[src/rtl/bhc_pkg.sv]
package bhc_pkg;

    typedef enum logic [1:0] {
        POL_FREEZE   = 2'd0,
        POL_NOTTAKEN = 2'd1,
        POL_STATIC   = 2'd2,
        POL_SLOT     = 2'd3
    } policy_e;

    typedef enum logic [2:0] {
        NPC_SEQ    = 3'd0,
        NPC_HOLD   = 3'd1,
        NPC_PRED   = 3'd2,
        NPC_TARGET = 3'd3,
        NPC_FALL   = 3'd4
    } npc_sel_e;

endpackage

[src/rtl/bhc_predict.sv]
module bhc_predict #(
    parameter bit USE_DIR_HEUR = 1'b0
) (
    input  logic hint,
    input  logic off_neg,
    output logic pred_taken
);
    // Static direction: either the encoded bit or the backward-taken rule.
    assign pred_taken = USE_DIR_HEUR ? off_neg : hint;
endmodule

[src/rtl/bhc_resolve.sv]
module bhc_resolve
    import bhc_pkg::*;
(
    input  policy_e policy,
    input  logic    rec_valid,
    input  logic    rec_pred,
    input  logic    taken,
    output logic    redirect,
    output logic    squash,
    output logic    to_target
);
    logic waiting_policy;

    always_comb begin
        waiting_policy = (policy == POL_FREEZE) || (policy == POL_SLOT);
        to_target      = taken;
        if (waiting_policy) begin
            // Fetch has been parked; resolution always sets the address.
            redirect = rec_valid;
            squash   = 1'b0;
        end else begin
            redirect = rec_valid && (taken != rec_pred);
            squash   = redirect;
        end
    end
endmodule

[src/rtl/branch_hazard_ctrl.sv]
module branch_hazard_ctrl
    import bhc_pkg::*;
#(
    parameter int              PC_W         = 32,
    parameter int              INSTR_BYTES  = 4,
    parameter bit              USE_DIR_HEUR = 1'b0,
    parameter logic [PC_W-1:0] RESET_PC     = '0
) (
    input  logic            clk,
    input  logic            rst_n,
    input  logic [1:0]      mode,
    input  logic            id_is_br,
    input  logic            id_hint,
    input  logic            id_off_neg,
    input  logic [PC_W-1:0] id_target,
    input  logic            mem_taken,
    input  logic [PC_W-1:0] mem_target,
    output logic [PC_W-1:0] pc,
    output logic [2:0]      pc_sel,
    output logic            flush_if,
    output logic            flush_id,
    output logic            flush_ex,
    output logic            fetch_hold,
    output logic            err_ds
);
    localparam logic [PC_W-1:0] STEP1 = PC_W'(INSTR_BYTES);
    localparam logic [PC_W-1:0] STEP2 = PC_W'(2 * INSTR_BYTES);

    typedef struct packed {
        logic            valid;
        logic            pred;
        logic [PC_W-1:0] fall;
    } br_rec_t;

    typedef struct packed {
        logic [PC_W-1:0] pc;
        logic [PC_W-1:0] id_pc;
        logic            id_kill;
        br_rec_t         ex;
        br_rec_t         mem;
    } state_t;

    state_t   s_q, s_d;
    policy_e  policy;
    npc_sel_e sel;
    logic     pred_bit;
    logic     res_redirect, res_squash, res_to_target;
    logic     id_br, illegal, accept, pred_jump, parked;

    assign policy = policy_e'(mode);

    bhc_predict #(.USE_DIR_HEUR(USE_DIR_HEUR)) u_pred (
        .hint       (id_hint),
        .off_neg    (id_off_neg),
        .pred_taken (pred_bit)
    );

    bhc_resolve u_res (
        .policy    (policy),
        .rec_valid (s_q.mem.valid),
        .rec_pred  (s_q.mem.pred),
        .taken     (mem_taken),
        .redirect  (res_redirect),
        .squash    (res_squash),
        .to_target (res_to_target)
    );

    always_comb begin
        s_d = s_q;

        // A decode slot that was squashed on entry carries no branch.
        id_br   = id_is_br && !s_q.id_kill;
        illegal = (policy == POL_SLOT) && id_br && s_q.ex.valid;
        accept  = id_br && !illegal && !res_squash;
        pred_jump = (policy == POL_STATIC) && accept && pred_bit;
        parked  = ((policy == POL_FREEZE) && (id_br || s_q.ex.valid || s_q.mem.valid))
               || ((policy == POL_SLOT) && (s_q.ex.valid || s_q.mem.valid));

        sel      = NPC_SEQ;
        s_d.pc   = s_q.pc + STEP1;
        if (res_redirect) begin
            sel    = res_to_target ? NPC_TARGET : NPC_FALL;
            s_d.pc = res_to_target ? mem_target : s_q.mem.fall;
        end else if (parked) begin
            sel    = NPC_HOLD;
            s_d.pc = s_q.pc;
        end else if (pred_jump) begin
            sel    = NPC_PRED;
            s_d.pc = id_target;
        end

        flush_if   = res_redirect || parked || pred_jump;
        flush_id   = res_squash;
        flush_ex   = res_squash;
        fetch_hold = parked;
        err_ds     = illegal;

        s_d.id_pc   = s_q.pc;
        s_d.id_kill = flush_if;

        s_d.ex.valid = accept;
        s_d.ex.pred  = (policy == POL_STATIC) && pred_bit;
        s_d.ex.fall  = s_q.id_pc + ((policy == POL_SLOT) ? STEP2 : STEP1);

        s_d.mem = res_squash ? '0 : s_q.ex;
    end

    always_ff @(posedge clk or negedge rst_n) begin
        if (!rst_n) begin
            s_q    <= '0;
            s_q.pc <= RESET_PC;
        end else begin
            s_q <= s_d;
        end
    end

    assign pc     = s_q.pc;
    assign pc_sel = sel;

    // while a frozen branch sits in execute, fetch does not move.
    a_r3_freeze_hold: assert property (@(posedge clk) disable iff (!rst_n)
        (policy == POL_FREEZE && s_q.ex.valid) |=> $stable(pc));

    // a squash for a taken branch lands on the resolved target.
    a_r4_taken_target: assert property (@(posedge clk) disable iff (!rst_n)
        (flush_ex && mem_taken) |=> (pc == $past(mem_target)));

    // a squash for an untaken branch returns to its fall-through.
    a_r7_fall_back: assert property (@(posedge clk) disable iff (!rst_n)
        (flush_ex && !mem_taken) |=> (pc == $past(s_q.mem.fall)));

    // the slot after a fresh branch is fetched sequentially.
    a_r8_slot_seq: assert property (@(posedge clk) disable iff (!rst_n)
        (policy == POL_SLOT && id_is_br && !s_q.id_kill && !s_q.ex.valid && !s_q.mem.valid)
        |=> (pc == $past(s_q.pc) + STEP1));

    // an illegal slot branch is never tracked.
    a_r9_err_untracked: assert property (@(posedge clk) disable iff (!rst_n)
        err_ds |=> !s_q.ex.valid);

    // squashed stages leave no live branch record behind.
    a_r10_flush_clears: assert property (@(posedge clk) disable iff (!rst_n)
        flush_id |=> (!s_q.ex.valid && !s_q.mem.valid));

    // policy stays fixed while a branch is in flight.
    a_r11_mode_stable: assert property (@(posedge clk) disable iff (!rst_n)
        (s_q.ex.valid || s_q.mem.valid) |-> $stable(mode));

endmodule

[config.mk]
export PLATFORM = sky130hd
export DESIGN_NAME = branch_hazard_ctrl
export DESIGN_NICKNAME = d
export VERILOG_FILES = /design/src/rtl/bhc_pkg.sv /design/src/rtl/bhc_predict.sv /design/src/rtl/bhc_resolve.sv /design/src/rtl/branch_hazard_ctrl.sv
export SDC_FILE = /design/constraint.sdc
export NUM_CORES = 1
export LEC_CHECK = 0
export BUFFER_PORTS_ARGS = -buffer_cell sky130_fd_sc_hd__buf_4
export CAP_MARGIN = 20
export CORE_AREA = 5 5 171 124
export DETAILED_ROUTE_END_ITERATION = 6
export DIE_AREA = 0 0 176 129
export PLACE_DENSITY = 0.52
export REMOVE_ABC_BUFFERS = 1
export SLEW_MARGIN = 20
export SYNTH_ARGS = -nofsm -noshare
export SYNTH_HDL_FRONTEND = slang
export SYNTH_SLANG_ARGS = --single-unit
[constraint.sdc]
create_clock -name clk -period 8.6 [get_ports clk]
set_input_delay 2.58 -clock clk [delete_from_list [all_inputs] [get_ports clk]]
set_output_delay 2.58 -clock clk [all_outputs]
set_load 0.01 [all_outputs]
==> impl_metrics.tcl <==
set metrics [dict create \
    endpoint "pc_sel[0]" \
    postRouteAntennaNets 0 \
    cpMaxStageDelayCell "nor2_2" \
    clockRootBuffer "clkbuf_16" \
    fin_nets 749 \
    gp_congestion 0.7914 \
    ioPinCount 112 \
    grt_max_degree 69 \
    layout_worst_path_cycle_share_pct 82.37 \
    grt_pass1_vias 4997 \
    finish.instance_area_mm2 0.008040 \
    synth_top_area_share_pct 50.18 \
    reg2reg_slack_ns 6.09 \
    ff2ff_path_depth 6 \
    ys_seq_area_share_pct 50.18 \
    initial_utilization_pct 34.24 \
    synth_cells 595 \
    worst_pin_slew_ns 1.093 \
    slew_headroom_pct 26.88 \
    worst_slack_ns 1.516 \
    critPathMaxFanout 20 \
    final.setup.tns_ns 0 \
    synthFlopType "dfrtp_1" \
    outcome "completed" \
    die_x_um 176 \
    grt.overflow.total 0 \
    synth_area_leader_cell "dfrtp_1" \
    rsz0062_at_grt "false" \
    cts_buffer_depth 2 \
    clock-sinks 133 \
    reg2reg_to "pc[27]$_DFFE_PN0P_" \
    antenna_found_initial 0 \
    switchingPower_w 0.0009339 \
    die_height_um 129 \
    hpwl_um 13140 \
    crit_path_start_kind "input pin" \
    slew_violations 0 \
    finalWirelength_um 18820 \
    dr.pass1.iters 5 \
    grt_usage_pct 16.82 \
    syn-mean-instance-area_um2 11.15 \
    cts_resized 0 \
    maxCapViolations 0 \
    clkSlewWorstSetupHoldPaths_ns 0.06 \
    synth_common_cells "dfrtp_1, buf_4, nor2b_1" \
    hold_path.class "flop to flop" \
    crit_family "buffers and inverters" \
    diodes 0 \
    place_ws_ns 1.515 \
    synth_most_common_cell "dfrtp_1" \
    avgViaCountPerCell 5.246 \
    pwr-share-clk_pct 28.8 \
    post_cts_buffers 0 \
    crit_required_ns 6.02 \
    synth_area_leaders "dfrtp_1, mux2i_1, buf_4" \
    wl_per_cell_um 20.21 \
    multiInputGateArea_mm2 0.002844 \
    crit_path_max_incr_delay_ns 0.31 \
    ys_types 73 \
    clk_latency_ns 0.42 \
    core.rowCount 43 \
    fin_crit_ns 7.084 \
    crit_top_cell "buf_4" \
    finClkSkew_ns 0.01148 \
    internal_power_w 0.001802 \
    power_frac_seq_pct 43.1 \
    pwr-share-comb_pct 28.1 \
    grt_pass1_wl_um 28920 \
    switching_share_pct 34.14 \
    fin_hold_ws_ns 0.3523 \
    syn_area_mm2 0.006633 \
    cts_hold_buf 0 \
    setup.worst_path.start "mode[0]" \
    vias 4884 \
    n_fill_cell 1907 \
    critPathKind "input pin to primary output" \
    max_freq_mhz 141.2 \
    power_w 0.002735 \
    numCtsBuffers 17 \
    irDropWorstVdd_v 0.0001446 \
    drive_above_1_share_pct 28.07 \
    p_leak_nw 3.489 \
    synthArstFlopShare_pct 100.0 \
    regArea_mm2 0.003328 \
    r2r-start "s_q[32]$_DFF_PN0_" \
    port_buffers 110 \
    dieArea_mm2 0.02270 \
    cts_tree "yes" \
    setup_viol 0 \
    place_area_mm2 0.007401 \
    power_density_mw_per_mm2 340.2 \
    drt_iter0_drc 302 \
    path_buf_inv 6 \
    synth-edff-count 0 \
    yosys_register_bits 133 \
    area_delta_synth_final_pct 21.22 \
    hold_viol 0 \
    crit_cells 11 \
    ys_warn_count 0 \
    cts.htree.levels 4 \
    drc_errors 0 \
    fp.coreArea_mm2 0.01937 \
    crit_path_cell_trace "buf_4 > ha_1 > o21a_1 > o32ai_1 > buf_4 > inv_1 > buf_4 > nor2_2 > buf_4 > nor2_1 > buf_4" \
    cp_data_arrival_time_ns 4.50 \
    cp-end-kind "primary output" \
]
[layout by cell type, fill, tap and decap left out, types with 17 or more instances in the layout]
cell	count
mux2i_1	30
clkbuf_16	17
nor2_1	31
nand2_1	35
buf_4	120
xnor2_1	25
nand3_1	17
nor2b_1	37
dfrtp_1	133
o21ai_0	21
[flip-flops by register name (all words and copies together) (netlist names)]
register,flops
pc,32
s_q,101
[power by group through the flow]
stage	clock (W)	combinational [W]	sequential, W
2_1_floorplan	0	0.000446	0.00114
3_3_place_gp	0	0.000757	0.00118
3_5_place_dp	0	0.000773	0.00119
4_1_cts	0.000803	0.000776	0.00118
5_1_grt	0.000830	0.000841	0.00122
6_report	0.000787	0.000768	0.00118
[layer usage]
metal | routed length, um | part of all wire (%) | vias up | track usage [%]
met5 | 0 | 0 | - | 0
met3 | 1141 | 6.1 | 11 | 4.112
met2 | 8123 | 43 | 150 | 24.02
met1 | 9435 | 50 | 2466 | 25.70
met4 | 114 | 0.61 | 0 | 3.941
li1 | - | - | 2257 | -
[worst register-to-register path, stage by stage (launching register included)]
cell      delay (ns)
dfrtp_1         0.42
xnor2_4         0.29
a21boi_2        0.12
buf_4           0.27
nor2_1          0.88
a31oi_1         0.07
o2bb2a_1        0.34
[logic make-up (layout without fill, tap and decap cells)]
logic type,count (synthesis),in the layout,synth area share (%)
AOI/OAI and AO/OA,111,111,12.05
xor gates and xnor gates,38,38,5.301
adders and majority gates,6,6,1.132
buffers and inverters,68,157,6.980
DFF,133,133,50.18
muxes,45,45,7.074
and+or+nand+nor,194,194,17.28
[worst min-delay path by stage]
stage	startpoint	end	slack [ns]	cells after the start
4_1_cts	s_q[70]$_DFF_PN0_	s_q[35]$_DFF_PN0_	0.36	0
2_1_floorplan	s_q[69]$_DFF_PN0_	s_q[34]$_DFF_PN0_	0.33	0
5_1_grt	s_q[69]$_DFF_PN0_	s_q[34]$_DFF_PN0_	0.36	0
3_3_place_gp	s_q[70]$_DFF_PN0_	s_q[35]$_DFF_PN0_	0.34	0
6_report	s_q[70]$_DFF_PN0_	s_q[35]$_DFF_PN0_	0.35	0
3_5_place_dp	s_q[69]$_DFF_PN0_	s_q[34]$_DFF_PN0_	0.34	0
[through the flow]
stage,cells,utilization (%)
6_report,931,41.51
5_1_grt,931,41.51
4_1_cts,931,41.51
3_5_place_dp,899,38.21
3_3_place_gp,899,38.21
2_1_floorplan,532,-
[layout make-up]
| type | count | share of cell area, % |
|---|---|---|
| repair buffers | 120 | 11.20 |
| flip-flops and latches | 133 | 41.39 |
| inverters | 5 | 0.2334 |
| multi-input cells | 394 | 35.37 |
| well taps | 247 | 3.844 |
| clock buffers | 18 | 5.462 |
| clock inverters | 14 | 2.490 |
Power figures use the tool's default switching activity.
